`src/rtl/swb_pkg.sv`:
```
package swb_pkg;
  localparam int HOST_W = 32;
  localparam int PAGE_W = 8;
  localparam int REGA_W = 8;
  localparam int XDAT_W = 2 * HOST_W;

  localparam logic [7:0] OFS_CMD  = 8'h2c;
  localparam logic [7:0] OFS_WHI  = 8'h30;
  localparam logic [7:0] OFS_WLO  = 8'h34;
  localparam logic [7:0] OFS_RHI  = 8'h38;
  localparam logic [7:0] OFS_RLO  = 8'h3c;
  localparam logic [7:0] OFS_CTRL = 8'h40;

  localparam int CMD_GO_BIT   = 0;
  localparam int CMD_WR_BIT   = 1;
  localparam int CMD_KILL_BIT = 2;
  localparam int CMD_REG_LSB  = 16;
  localparam int CMD_PAGE_LSB = 24;

  localparam int CTL_REQ_BIT  = 3;
  localparam int CTL_GNT_BIT  = 4;
  localparam int CTL_INIT_BIT = 6;

  typedef enum logic [1:0] {OWN_NONE, OWN_HOST, OWN_ALT} owner_t;
  typedef enum logic [1:0] {XS_IDLE, XS_ISSUE, XS_WAIT} xact_st_t;

  typedef struct packed {
    logic [PAGE_W-1:0] page;
    logic [REGA_W-1:0] rega;
    logic              wr;
  } cmd_t;
endpackage

```
`src/rtl/swb_arbiter.sv`:
```
module swb_arbiter
  import swb_pkg::*;
(
  input  logic clk,
  input  logic rst_n,
  input  logic host_req,
  input  logic alt_req,
  input  logic host_busy,
  output logic host_gnt,
  output logic alt_gnt
);
  owner_t own_q, own_d;

  always_comb begin
    own_d = own_q;
    case (own_q)
      OWN_NONE: begin
        if (alt_req)       own_d = OWN_ALT;
        else if (host_req) own_d = OWN_HOST;
      end
      OWN_HOST: begin
        if (!host_req && !host_busy) own_d = alt_req ? OWN_ALT : OWN_NONE;
      end
      OWN_ALT: begin
        if (!alt_req) own_d = host_req ? OWN_HOST : OWN_NONE;
      end
      default: own_d = OWN_NONE;
    endcase
  end

  always_ff @(posedge clk or negedge rst_n) begin
    if (!rst_n) own_q <= OWN_NONE;
    else        own_q <= own_d;
  end

  assign host_gnt = (own_q == OWN_HOST);
  assign alt_gnt  = (own_q == OWN_ALT);
endmodule

```
`src/rtl/swb_regfile.sv`:
```
module swb_regfile
  import swb_pkg::*;
#(
  parameter int ADDR_W = 8
) (
  input  logic              clk,
  input  logic              rst_n,
  input  logic              wr_en,
  input  logic [ADDR_W-1:0] addr,
  input  logic [HOST_W-1:0] wdata,
  output logic [HOST_W-1:0] rdata,
  input  logic              init_done,
  input  logic              host_gnt,
  input  logic              busy,
  input  cmd_t              cur_cmd,
  input  logic              cap_en,
  input  logic [XDAT_W-1:0] cap_data,
  output logic              host_req,
  output logic              start,
  output logic              abort,
  output cmd_t              new_cmd,
  output logic [XDAT_W-1:0] wr_word
);
  localparam int PAD_W = CMD_REG_LSB - CMD_KILL_BIT;

  logic              req_q, req_d, req_en;
  logic [HOST_W-1:0] whi_q, wlo_q;
  logic [HOST_W-1:0] rhi_q, rlo_q, rhi_d, rlo_d;
  logic              whi_en, wlo_en, rd_en;
  logic              hit_cmd, hit_ctl, hit_whi, hit_wlo;

  assign hit_cmd = wr_en && (addr == ADDR_W'(OFS_CMD));
  assign hit_ctl = wr_en && (addr == ADDR_W'(OFS_CTRL));
  assign hit_whi = wr_en && (addr == ADDR_W'(OFS_WHI));
  assign hit_wlo = wr_en && (addr == ADDR_W'(OFS_WLO));

  assign abort = hit_cmd && wdata[CMD_KILL_BIT];
  assign start = hit_cmd && wdata[CMD_GO_BIT] && !wdata[CMD_KILL_BIT]
                 && host_gnt && !busy;

  assign new_cmd.page = wdata[CMD_PAGE_LSB +: PAGE_W];
  assign new_cmd.rega = wdata[CMD_REG_LSB +: REGA_W];
  assign new_cmd.wr   = wdata[CMD_WR_BIT];
  assign wr_word      = {whi_q, wlo_q};

  always_comb begin
    req_en = hit_ctl;
    req_d  = wdata[CTL_REQ_BIT];
    whi_en = hit_whi;
    wlo_en = hit_wlo;
    rd_en  = abort || cap_en;
    rhi_d  = abort ? '0 : cap_data[XDAT_W-1:HOST_W];
    rlo_d  = abort ? '0 : cap_data[HOST_W-1:0];
  end

  always_ff @(posedge clk or negedge rst_n) begin
    if (!rst_n) begin
      req_q <= 1'b0;
      whi_q <= '0;
      wlo_q <= '0;
      rhi_q <= '0;
      rlo_q <= '0;
    end else begin
      if (req_en) req_q <= req_d;
      if (whi_en) whi_q <= wdata;
      if (wlo_en) wlo_q <= wdata;
      if (rd_en) begin
        rhi_q <= rhi_d;
        rlo_q <= rlo_d;
      end
    end
  end

  assign host_req = req_q;

  always_comb begin
    rdata = '0;
    if (addr == ADDR_W'(OFS_CMD))
      rdata = {cur_cmd.page, cur_cmd.rega, {PAD_W{1'b0}}, cur_cmd.wr, busy};
    else if (addr == ADDR_W'(OFS_WHI)) rdata = whi_q;
    else if (addr == ADDR_W'(OFS_WLO)) rdata = wlo_q;
    else if (addr == ADDR_W'(OFS_RHI)) rdata = rhi_q;
    else if (addr == ADDR_W'(OFS_RLO)) rdata = rlo_q;
    else if (addr == ADDR_W'(OFS_CTRL)) begin
      rdata[CTL_REQ_BIT]  = req_q;
      rdata[CTL_GNT_BIT]  = host_gnt;
      rdata[CTL_INIT_BIT] = init_done;
    end
  end
endmodule

```
`src/rtl/swb_xact.sv`:
```
module swb_xact
  import swb_pkg::*;
(
  input  logic              clk,
  input  logic              rst_n,
  input  logic              start,
  input  logic              abort,
  input  cmd_t              new_cmd,
  input  logic [XDAT_W-1:0] wr_word,
  output cmd_t              cur_cmd,
  output logic              busy,
  output logic              cap_en,
  output logic [XDAT_W-1:0] cap_data,
  output logic              req_valid,
  input  logic              req_ready,
  output logic [XDAT_W-1:0] req_wdata,
  input  logic              rsp_valid,
  input  logic [XDAT_W-1:0] rsp_rdata
);
  xact_st_t st_q, st_d;
  cmd_t              cmd_q;
  logic [XDAT_W-1:0] wd_q;

  always_comb begin
    st_d = st_q;
    case (st_q)
      XS_IDLE:  if (start)     st_d = XS_ISSUE;
      XS_ISSUE: if (req_ready) st_d = XS_WAIT;
      XS_WAIT:  if (rsp_valid) st_d = XS_IDLE;
      default:                 st_d = XS_IDLE;
    endcase
    if (abort) st_d = XS_IDLE;
  end

  always_ff @(posedge clk or negedge rst_n) begin
    if (!rst_n) begin
      st_q  <= XS_IDLE;
      cmd_q <= '0;
      wd_q  <= '0;
    end else begin
      st_q <= st_d;
      if (start) begin
        cmd_q <= new_cmd;
        wd_q  <= wr_word;
      end
    end
  end

  assign cur_cmd   = cmd_q;
  assign busy      = (st_q != XS_IDLE);
  assign req_valid = (st_q == XS_ISSUE);
  assign req_wdata = wd_q;
  assign cap_en    = (st_q == XS_WAIT) && rsp_valid && !cmd_q.wr && !abort;
  assign cap_data  = rsp_rdata;
endmodule

```
`src/rtl/swreg_bridge.sv`:
```
module swreg_bridge
  import swb_pkg::*;
#(
  parameter int ADDR_W = 8
) (
  input  logic              clk,
  input  logic              rst_n,
  input  logic              hst_wr_en,
  input  logic [ADDR_W-1:0] hst_addr,
  input  logic [HOST_W-1:0] hst_wdata,
  output logic [HOST_W-1:0] hst_rdata,
  input  logic              sw_init_done,
  input  logic              alt_req,
  output logic              alt_gnt,
  output logic              sw_req_valid,
  input  logic              sw_req_ready,
  output logic [PAGE_W-1:0] sw_req_page,
  output logic [REGA_W-1:0] sw_req_reg,
  output logic              sw_req_write,
  output logic [XDAT_W-1:0] sw_req_wdata,
  input  logic              sw_rsp_valid,
  input  logic [XDAT_W-1:0] sw_rsp_rdata
);
  logic [1:0]        rst_pipe;
  logic              rst_s_n;
  logic              host_req, host_gnt, busy, start, abort, cap_en;
  cmd_t              new_cmd, cur_cmd;
  logic [XDAT_W-1:0] wr_word, cap_data;

  always_ff @(posedge clk or negedge rst_n) begin
    if (!rst_n) rst_pipe <= 2'b00;
    else        rst_pipe <= {rst_pipe[0], 1'b1};
  end
  assign rst_s_n = rst_pipe[1];

  swb_arbiter u_arb (
    .clk(clk), .rst_n(rst_s_n), .host_req(host_req), .alt_req(alt_req),
    .host_busy(busy), .host_gnt(host_gnt), .alt_gnt(alt_gnt)
  );

  swb_regfile #(.ADDR_W(ADDR_W)) u_regs (
    .clk(clk), .rst_n(rst_s_n), .wr_en(hst_wr_en), .addr(hst_addr),
    .wdata(hst_wdata), .rdata(hst_rdata), .init_done(sw_init_done),
    .host_gnt(host_gnt), .busy(busy), .cur_cmd(cur_cmd), .cap_en(cap_en),
    .cap_data(cap_data), .host_req(host_req), .start(start), .abort(abort),
    .new_cmd(new_cmd), .wr_word(wr_word)
  );

  swb_xact u_xact (
    .clk(clk), .rst_n(rst_s_n), .start(start), .abort(abort),
    .new_cmd(new_cmd), .wr_word(wr_word), .cur_cmd(cur_cmd), .busy(busy),
    .cap_en(cap_en), .cap_data(cap_data), .req_valid(sw_req_valid),
    .req_ready(sw_req_ready), .req_wdata(sw_req_wdata),
    .rsp_valid(sw_rsp_valid), .rsp_rdata(sw_rsp_rdata)
  );

  assign sw_req_page  = cur_cmd.page;
  assign sw_req_reg   = cur_cmd.rega;
  assign sw_req_write = cur_cmd.wr;
endmodule

```
`config.mk`:
```
export PLATFORM = sky130hd
export DESIGN_NAME = swreg_bridge
export DESIGN_NICKNAME = d
export VERILOG_FILES = /design/src/rtl/swb_pkg.sv /design/src/rtl/swb_arbiter.sv /design/src/rtl/swb_regfile.sv /design/src/rtl/swb_xact.sv /design/src/rtl/swreg_bridge.sv
export SDC_FILE = /design/constraint.sdc
export NUM_CORES = 1
export LEC_CHECK = 0
export ABC_AREA = 0
export BUFFER_PORTS_ARGS = -buffer_cell sky130_fd_sc_hd__buf_2
export CAP_MARGIN = 20
export CORE_UTILIZATION = 55
export CTS_CLUSTER_SIZE = 12
export DETAILED_ROUTE_END_ITERATION = 12
export PLACE_DENSITY_LB_ADDON = 0.05
export SLEW_MARGIN = 20
export SYNTH_ARGS = -nofsm -noshare
export SYNTH_HDL_FRONTEND = slang
export SYNTH_SLANG_ARGS = --single-unit
```
`constraint.sdc`:
```
create_clock -name clk -period 18.3 [get_ports clk]
set_clock_uncertainty 0.05 [all_clocks]
set_input_delay 0 -clock clk [delete_from_list [all_inputs] [get_ports clk]]
set_output_delay 0 -clock clk [all_outputs]
set_load 0.02 [all_outputs]
```
==> metrics.md, run 1 <==
| Metric | Value |
|---|---|
| Ant diodes | `0` |
| Syn_nets | `902` |
| Worst Tran Pin Value | `1.09 ns` |
| Post-synth top area share | `56.6%` |
| Cell Pwr Density | `79.2 nW/um2` |
| TritonRoute pass-1 iters | `4` |
| Die height | `134 um` |
| Final Cycle Share | `17.2%` |
| Critical Path AT | `3.48 ns` |
| Clock tree root driver cell | `clkbuf_16` |
| Top-count cell post-synth | `dfrtp_1` |
| First-pass GRT wire length | `41.6 mm` |
| Final Total Pwr | `0.00100 W` |
| Core area | `16800 um2` |
| Min-delay worst type | `input port to register` |
| Critical path class | `input port to register` |
| Mapped cell area | `9550 um2` |
| Synth Instances | `791` |
| Post-synthesis async set-or-reset flop share | `100%` |
| Hold slack | `0.0456 ns` |
| Share of layout cells above drive strength 1 | `39.5%` |
| Hold Path Depth | `5` |
| CTS sink cnt | `216` |
| Initial Utilization | `57.0%` |
| Yosys reg bits | `216` |
| Num CTS Buffers | `23` |
| Hpwl dp | `16.7 mm` |
| Number of global-route vias before repair | `7723` |
| H-tree Lvls | `1` |
| Rel. slew slack | `27.1%` |
| Synth cell types | `42` |
| DRT iter0 DRCs | `390` |
| Yosys warns | `0` |
| DRC | `0` |
| Critical Path End Type | `register` |
| Overall global routing resource usage | `29.9%` |
| Later-pin clock latency in the skew report | `0.50 ns` |
| Unrepaired setup endpoints after global routing | `false` |
| Ys flop type | `dfrtp_1` |
| Crit path launch | `hst_addr[6]` |
| PortBufs | `225` |
| Lkg Pwr | `6.49 nW` |
| Final-report setup violation count | `0` |
| Via density | `5.69` |
| WP data required | `18.63 ns` |
| Synthesized area per cell | `12.1 um2` |
| Fmax | `317 MHz` |
| Minimum clock period | `3.15 ns` |
| Post-CTS Hold Buffers | `104` |
| Outcome | `completed` |
| Post-synth EDFFs | `0` |
| Die width | `134 um` |
| Synth cell count leaders | `dfrtp_1, nand2_1, mux2_2` |
| Nets | `1212` |
| Die area | `17900 um2` |
| Min-delay src | `hst_addr[1]` |
| Worst setup SP type | `input port` |
| Register area share after synthesis | `56.6%` |
| Worst-path fanout max | `23` |
| GRT Residual Overflow | `0` |
| Worst r2r src | `u_arb.own_q[0]$_DFFE_PN0P_` |
| CTS Buffer Depth | `3` |
| Top cells by area, synth | `dfrtp_1, mux2_2, nand2_1, mux2_4, a21oi_1` |
| WL/cell | `19.7 um` |
| Fillcell total | `1162` |
| Routability Congestion | `0.841` |
| Max VDD drop | `0.0674 mV` |
| Post-CTS sizing | `0` |
| Cell taking the most area after synthesis | `dfrtp_1` |
| R2R cell count | `5` |
| ANT nets after route | `0` |
| Endpoints failing hold | `0` |
| Final wirelength | `26.3 mm` |
| IO Count | `226` |
| Area Growth Syn to Fin | `32.4%` |
| Final slew viol count | `0` |
| Initial antenna violation count | `0` |
| Via count | `7579` |
| Clk slew on worst S/H paths | `0.06 ns` |
| Setup TNS | `0 ns` |
| Total setup buffers inserted after CTS | `0` |
| CTS tree | `done` |
| Largest net degree at the start of global routing | `85` |
| Max_cap viols | `0` |
| # rows | `47` |
==> worst paths after layout <==
| path | endpoint | slack, ns |
|---|---|---|
| max | u_regs.whi_q[12]$_DFFE_PN0P_ | 15.15 |
| min | u_xact.st_q[0]$_DFFE_PN0P_ | 0.05 |
| max reg2reg | u_xact.req_wdata[27]$_DFFE_PN0P_ | 15.32 |
| min reg2reg | u_arb.own_q[0]$_DFFE_PN0P_ | 0.22 |
| max in group asynchronous | u_regs.whi_q[30]$_DFFE_PN0P_ | 16.23 |
| min in group asynchronous | u_arb.own_q[0]$_DFFE_PN0P_ | 0.22 |
==> final cells by class <==
cell class | count | area, um2 | area share [%]
clock buffer | 33 | 663 | 5.25
timing repair buffer | 341 | 2320 | 18.3
sequential | 216 | 5410 | 42.8
clock inverter | 3 | 40.0 | 0.317
tap | 220 | 275 | 2.18
inverter | 4 | 15.0 | 0.119
multi-input combinational | 515 | 3920 | 31.0
==> registers in the layout (all words and copies together), names as in the netlist <==
signal,flops
u_xact.req_wdata,64
u_regs.rhi_q,32
u_regs.rlo_q,32
u_regs.whi_q,32
u_regs.wlo_q,32
u_xact.cur_cmd,17
rst_pipe,2
u_arb.own_q,2
u_xact.st_q,2
u_regs.host_req,1
==> layout by cell type, fill, tap and decap left out, types with 6 or more instances in the layout <==
cell / count
nand3_1: 6
a21oi_1: 68
a2bb2oi_1: 17
buf_4: 9
clkbuf_16: 23
o2bb2ai_1: 18
buf_2: 225
mux2_4: 30
dlygate4sd3_1: 104
nor2_1: 23
mux4_2: 11
nand2_1: 149
and3_1: 11
a22oi_1: 19
mux2_2: 117
dfrtp_1: 215
==> report_power, final <==
part           internal (W)  switching (W)  leakage, nW
clock network      0.000262       0.000178        0.347
logic             0.0000369      0.0000306         3.14
registers          0.000485     0.00000782         3.00
==> logic make-up (layout without fill, tap and decap cells) <==
kind of cell | count (synthesis) | count (layout) | synth area share [%]
AOI/OAI and AO/OA | 133 | 133 | 9.28
and+or+nand+nor | 223 | 223 | 10.2
other | 1 | 1 | 0.0393
muxes | 158 | 158 | 21.1
buffers and inverters | 60 | 381 | 2.77
DFF | 216 | 216 | 56.6
==> through the flow <==
stage / std cells / area (um2) / worst slack (ns) / util [%]
floorplan: 791 / 9550 / 11.79 / -
global placement: 1189 / 10800 / 15.10 / 64.5
detailed placement: 1190 / 10800 / 15.02 / 64.7
CTS: 1330 / 12600 / 15.19 / 75.1
global route: 1332 / 12600 / 15.07 / 75.4
finish: 1332 / 12600 / 15.15 / 75.4
==> metal layers <==
metal	up-vias	share of wire (%)	global-route usage [%]	wire, um
met4	0	2.2	8.71	584
met5	-	0	0	0
met1	3792	42	42.3	11100
li1	3412	-	-	-
met2	329	48	47.8	12700
met3	46	7.2	5.02	1900
==> worst max-delay path: stages <==
cell and delay, ns:
dlygate4sd3_1 0.53, buf_2 0.16, nand4bb_1 0.33, or3_1 0.80
or3b_2 0.92, buf_4 0.37, mux2_4 0.34
No activity file was read; power rests on OpenSTA's default activity.
==> inputs of run 2 (changes only) <==
- CORE_UTILIZATION: 55 -> 49
- clock period: 18.3 -> 2.9 ns (I/O delays scaled with it)
==> metrics.md, run 2 (synthesis results as in run 1) <==
| Metric | Value |
|---|---|
| Outcome | `completed` |
| Overall global routing resource usage | `26.6% (-3.3 points)` |
| Fillcell total | `1482 (+28%)` |
| Num CTS Buffers | `24 (+4.3%)` |
| Via density | `5.37 (-5.7%)` |
| Critical Path AT | `2.48 ns (-1.00 ns)` |
| Area Growth Syn to Fin | `34.3%` |
| Die width | `142 um (+5.9%)` |
| Sw frac | `21.8% (+0.14 points)` |
| PortBufs | `225 (unchanged)` |
| Endpoints failing hold | `0 (unchanged)` |
| Top cell family by delay on the critical path | `simple AND/OR/NAND/NOR gates` |
| Register share of total power | `49.2% (about the same)` |
| Critical path's slowest cell | `dlygate4sd3_1` |
| WL/cell | `18.5 um (-6.2%)` |
| Later-pin clock latency in the skew report | `0.51 ns (about the same)` |
| Reg area | `5410 um2 (unchanged)` |
| Critical path class | `input port to primary output` |
| Number of global-route vias before repair | `7529 (-2.5%)` |
| Nets | `1227 (+1.2%)` |
| Post-CTS Hold Buffers | `104 (unchanged)` |
| Comb power frac | `6.6% (about the same)` |
| Worst Tran Pin Value | `0.725 ns (-0.364 ns)` |
| Routability Congestion | `0.814 (-3.3%)` |
| Rel. slew slack | `51.7% (+25 points)` |
| Met1 Use GR | `38.7% (-3.6 points)` |
| Commonest non-fill, non-tap cell in the layout | `buf_2` |
| CTS sink cnt | `216 (unchanged)` |
| TritonRoute pass-1 iters | `4 (unchanged)` |
| Fmax | `395 MHz` |
| GRT Residual Overflow | `0 (unchanged)` |
| Internal power | `0.00495 W (+530%)` |
| Share of layout cells above drive strength 1 | `40.3% (+0.86 points)` |
| Die area | `20000 um2 (+12%)` |
| WP data required | `2.85 ns (-15.78 ns)` |
| Final slew viol count | `0 (unchanged)` |
| Hold slack | `0.0388 ns (-0.00678 ns)` |
| Sw Pwr | `0.00138 W (+540%)` |
| Hpwl dp | `16.7 mm (-0.40%)` |
| Largest net degree at the start of global routing | `65 (-24%)` |
| Final wirelength | `25.7 mm (-2.2%)` |
| Setup TNS | `0 ns (unchanged)` |
| Worst-path fanout max | `22 (-4.3%)` |
| Highest-count cells in the layout ignoring fill and taps | `buf_2, dfrtp_1, nand2_1` |
| Crit-path most repeated cell | `buf_2` |
| DRC | `0 (unchanged)` |
| Crit-path max cell delay | `0.53 ns (-0.39 ns)` |
| Minimum clock period | `2.53 ns` |
| Initial Utilization | `50.5% (-6.4 points)` |
| Critical Path End Type | `primary output` |
| Core area | `18900 um2 (+13%)` |
| CTS tree | `done` |
| Worst setup SP type | `input port` |
| Max VDD drop | `0.385 mV (+470%)` |
| Met3 Use GR | `4.12% (-0.91 points)` |
| Lkg Pwr | `6.56 nW (+1.2%)` |
| Via count | `7456 (-1.6%)` |
| First-pass GRT wire length | `41.3 mm (-0.56%)` |
| Busiest grt layer | `met2` |
| # rows | `50 (+6.4%)` |
| DRT iter0 DRCs | `368 (-5.6%)` |
| Area of the multi-input gates | `3910 um2 (about the same)` |
| Initial antenna violation count | `1 (+1)` |
| Crit-path cells | `dlygate4sd3_1 > buf_2 > nand4bb_1 > or3_1 > buf_4 > or2_2 > o221a_2 > buf_2` |
| M2 GR Usage | `41.2% (-6.6 points)` |
| Clock tree root driver cell | `clkbuf_16` |
| CTS Buffer Depth | `3 (unchanged)` |
| ANT nets after route | `0 (unchanged)` |
| Final Cycle Share | `87.2%` |
| Min-delay worst type | `input port to register` |
| Cell Pwr Density | `494 nW/um2 (+520%)` |
| Post-CTS sizing | `0 (unchanged)` |
| Final-report setup violation count | `0 (unchanged)` |
| IO Count | `226 (unchanged)` |
| H-tree Lvls | `1 (unchanged)` |
| Number of flip-flops in the largest register | `64 (unchanged)` |
| Total setup buffers inserted after CTS | `0 (unchanged)` |
| Max_cap viols | `0 (unchanged)` |
| Clk slew on worst S/H paths | `0.05 ns (about the same)` |
| Die height | `142 um (+5.9%)` |
| Power share of the clock group | `44.2% (+0.2 points)` |
| CP Buf/Inv Count | `4 (+1)` |
| Unrepaired setup endpoints after global routing | `false` |
[run 2: cell count changes in the layout (fill, tap and decap cells not counted)]
cell | previous run | this run
bufinv_16 | 1 | 0
buf_16 | 3 | 0
clkbuf_16 | 23 | 25
clkinvlp_4 | 0 | 1
and3_2 | 1 | 2
diode_2 | 0 | 1
and3_4 | 1 | 0
clkbuf_8 | 5 | 4
clkinv_2 | 2 | 3
buf_12 | 0 | 6
buf_4 | 9 | 20
[run 2: metal layers]
layer / up-vias / wire length, um
met1: 3739 / 11900
met5: - / 0
met2: 234 / 11900
met4: 0 / 578
li1: 3440 / -
met3: 43 / 1350
[run 2: cell type report]
cell class              count  area share [%]
inverters                   4           0.117
clock buffers              34            5.45
flip-flops and latches    216            42.2
multi-input cells         515            30.5
diodes                      1          0.0195
clock inverters             4           0.176
well taps                 260            2.54
repair buffers            355            19.0
[run 2: tightest hold or removal path: cells and delay by family]
family                 cells  cell delay (ns)
muxes                      1             0.17
buffers and inverters      1             0.09
and+or+nand+nor            3             0.29
[run 2: worst paths after layout]
| path | depth (start not counted) | startpoint | slack, ns | endpoint |
|---|---|---|---|---|
| max reg2reg | 5 | u_arb.own_q[0]$_DFFE_PN0P_ | 0.68 | u_xact.req_wdata[46]$_DFFE_PN0P_ |
| max | 8 | hst_addr[6] | 0.37 | hst_rdata[4] |
| min in group asynchronous | 3 | rst_n | 0.27 | rst_pipe[1]$_DFF_PN0_ |
| min | 5 | hst_addr[1] | 0.04 | u_xact.st_q[0]$_DFFE_PN0P_ |
| max in group asynchronous | 1 | rst_pipe[1]$_DFF_PN0_ | 1.65 | u_xact.req_wdata[27]$_DFFE_PN0P_ |
| min reg2reg | 0 | rst_pipe[0]$_DFF_PN0_ | 0.31 | rst_pipe[1]$_DFF_PN0_ |
[run 2: metrics by stage]
stage          utilization [%]  total power, W  std cells  cell area (um2)  setup WS (ns)
3_5_place_dp              58.5         0.00348       1246            11100          0.716
4_1_cts                   67.9         0.00640       1388            12800          0.380
3_3_place_gp              58.5         0.00348       1246            11100          0.726
6_report                  67.9         0.00633       1389            12800          0.370
2_1_floorplan                -         0.00330        791             9550          0.658
5_1_grt                   67.9         0.00656       1389            12800          0.240
[run 2: power groups by stage]
stage,sequential (W),combinational (W),clock (W)
after floorplan,0.00318,0.000123,0
after global placement,0.00317,0.000313,0
after detailed placement,0.00317,0.000314,0
after CTS,0.00311,0.000420,0.00287
after global routing,0.00312,0.000458,0.00299
final,0.00311,0.000421,0.00280
==> inputs of run 3 (changes only) <==
- CORE_UTILIZATION: 49 -> 50
- CTS_BUF_LIST: default -> sky130_fd_sc_hd__clkbuf_8
==> metrics.md, run 3 (synthesis results as in run 1) <==
| Metric | Value |
|---|---|
| Outcome | `completed` |
| Ant diodes | `0 (-1)` |
| Crit path launch | `hst_addr[0]` |
| Die height | `140 um (-0.99%)` |
| Placed cell count | `1218 (-2.2%)` |
| # rows | `50 (unchanged)` |
| Number of flip-flops in the largest register | `64 (unchanged)` |
| Met1 Use GR | `41.1% (+2.4 points)` |
| Nets | `1240 (+1.1%)` |
| Comb power frac | `6.9% (+0.3 points)` |
| Sw Pwr | `0.00146 W (+5.7%)` |
| Reg area | `5410 um2 (unchanged)` |
| TritonRoute pass-1 iters | `5 (+1)` |
| Number of global-route vias before repair | `7387 (-1.9%)` |
| Hpwl dp | `16.3 mm (-2.1%)` |
| Met3 Use GR | `4.96% (+0.84 points)` |
| M2 GR Usage | `40.0% (-1.1 points)` |
| Crit-path max cell delay | `0.62 ns (+0.09 ns)` |
| Die area | `19700 um2 (-2.0%)` |
| Cell Pwr Density | `478 nW/um2 (-3.2%)` |
| Post-layout util | `68.2% (+0.36 points)` |
| DRC | `0 (unchanged)` |
| CTS sink cnt | `216 (unchanged)` |
| GRT Residual Overflow | `0 (unchanged)` |
| Endpoints failing hold | `0 (unchanged)` |
| Minimum clock period | `2.58 ns (+0.0513 ns)` |
| Post-Layout Cell Count | `1388 (-0.072%)` |
| Internal power | `0.00464 W (-6.2%)` |
| Crit-path most repeated cell | `dlygate4sd3_1` |
| Busiest grt layer | `met1` |
| CP Buf/Inv Count | `4 (unchanged)` |
| Final-report setup violation count | `0 (unchanged)` |
| Via density | `5.44 (+1.3%)` |
| Critical path class | `input port to register` |
| Highest-count cells in the layout ignoring fill and taps | `buf_2, dfrtp_1, nand2_1` |
| First-pass GRT wire length | `41.0 mm (-0.85%)` |
| WP data required | `3.25 ns (+0.40 ns)` |
| H-tree Lvls | `2 (+1)` |
| Clock tree root driver cell | `clkbuf_8` |
| Area of the multi-input gates | `3910 um2 (unchanged)` |
| Critical Path End Type | `register` |
| WL/cell | `18.8 um (+1.6%)` |
| CTS Buffer Depth | `3 (unchanged)` |
| Sw frac | `23.9% (+2.1 points)` |
| Die width | `140 um (-0.99%)` |
| Worst Tran Pin Value | `0.738 ns (+0.0135 ns)` |
| Unrepaired setup endpoints after global routing | `false` |
| Max_cap viols | `0 (unchanged)` |
| Min-delay worst type | `input port to register` |
| Commonest non-fill, non-tap cell in the layout | `buf_2` |
| Worst setup SP type | `input port` |
| DRT iter0 DRCs | `450 (+22%)` |
| Critical path's slowest cell | `dlygate4sd3_1` |
| Placed Area | `11000 um2 (-0.43%)` |
| Rel. slew slack | `50.8% (-0.90 points)` |
| Num CTS Buffers | `36 (+50%)` |
| Crit-path cells | `dlygate4sd3_1 > buf_2 > nor4_1 > dlygate4sd3_1 > nand4_1 > nor2_4 > buf_12 > mux2_2` |
| Initial Utilization | `51.0% (+0.51 points)` |
| ANT nets after route | `0 (unchanged)` |
| Register share of total power | `51.0% (+1.8 points)` |
| Max VDD drop | `0.342 mV (-11%)` |
| Largest net degree at the start of global routing | `57 (-12%)` |
| Worst-path fanout max | `40 (+82%)` |
| Fillcell total | `1454 (-1.9%)` |
| Min-delay src | `alt_req` |
| Core area | `18700 um2 (-0.99%)` |
| PortBufs | `225 (unchanged)` |
| Lkg Pwr | `6.61 nW (+0.73%)` |
| Area Growth Syn to Fin | `33.7%` |
| Share of layout cells above drive strength 1 | `40.8% (+0.48 points)` |
| Later-pin clock latency in the skew report | `0.53 ns (+0.02 ns)` |
| Post-route cell area | `12800 um2 (-0.47%)` |
| Final Cycle Share | `89.0% (+1.8 points)` |
| Clk slew on worst S/H paths | `0.06 ns (about the same)` |
| IO Count | `226 (unchanged)` |
| Final wirelength | `26.1 mm (+1.6%)` |
| Worst r2r src | `u_arb.own_q[0]$_DFFE_PN0P_` |
| Initial antenna violation count | `0 (-1)` |
| Final slew viol count | `0 (unchanged)` |
| CTS tree | `done` |
| Top cell family by delay on the critical path | `buffers and inverters` |
| Routability Congestion | `0.840 (+3.2%)` |
| Overall global routing resource usage | `27.2% (+0.59 points)` |
| Power share of the clock group | `42.0% (-2.2 points)` |
| Fmax | `387 MHz (-2.0%)` |
| Setup TNS | `0 ns (unchanged)` |
| Via count | `7548 (+1.2%)` |
| Critical Path AT | `2.94 ns (+0.46 ns)` |
[run 3: area by class of cell]
| type | count | share of cell area (%) |
|---|---|---|
| clock buffers | 43 | 4.64 |
| clock inverters | 20 | 0.706 |
| inverters | 4 | 0.118 |
| multi-input cells | 515 | 30.7 |
| flip-flops and latches | 216 | 42.4 |
| well taps | 234 | 2.29 |
| repair buffers | 356 | 19.2 |
[run 3: power by group through the flow]
stage | Clock [W] | Combinational, W | Sequential, W
6_report | 0.00256 | 0.000424 | 0.00311
5_1_grt | 0.00276 | 0.000457 | 0.00312
4_1_cts | 0.00263 | 0.000421 | 0.00311
3_5_place_dp | 0 | 0.000314 | 0.00317
3_3_place_gp | 0 | 0.000312 | 0.00317
2_1_floorplan | 0 | 0.000123 | 0.00318
[run 3: worst paths after layout]
path	endpoint	slack (ns)	cells after the start
worst max-delay path	u_xact.req_wdata[51]$_DFFE_PN0P_	0.32	8
worst min-delay path	u_arb.own_q[0]$_DFFE_PN0P_	0.18	3
worst max register to register	u_xact.req_wdata[51]$_DFFE_PN0P_	0.74	5
worst min register to register	rst_pipe[1]$_DFF_PN0_	0.30	0
max in group asynchronous	u_regs.whi_q[18]$_DFFE_PN0P_	1.60	1
min in group asynchronous	rst_pipe[1]$_DFF_PN0_	0.28	3
[run 3: routing by layer]
metal	routed length, um	part of all wire [%]
met4	380	1.5
met1	12400	47
met2	11700	45
met5	0	0
met3	1660	6.3
[run 3: through the flow]
step | worst slack [ns] | hold WS [ns] | power [W]
after CTS | 0.363 | 0.135 | 0.00616
after detailed placement | 0.680 | -0.262 | 0.00348
after global placement | 0.728 | -0.264 | 0.00348
after global routing | 0.147 | 0.177 | 0.00634
after floorplan | 0.658 | -0.346 | 0.00330
final | 0.319 | 0.183 | 0.00610
[run 3: worst min-delay path, stage by stage]
cell and delay, ns:
dlygate4sd3_1 0.53, buf_2 0.12, o32ai_1 0.07
[run 3: repair_timing]
action / 4_1_cts / 5_1_grt
gates resized for setup: 0 / 0
buffers inserted: 0 / 0
endpoints found under the hold margin: 152 / 0
hold buffers: 107 / 0
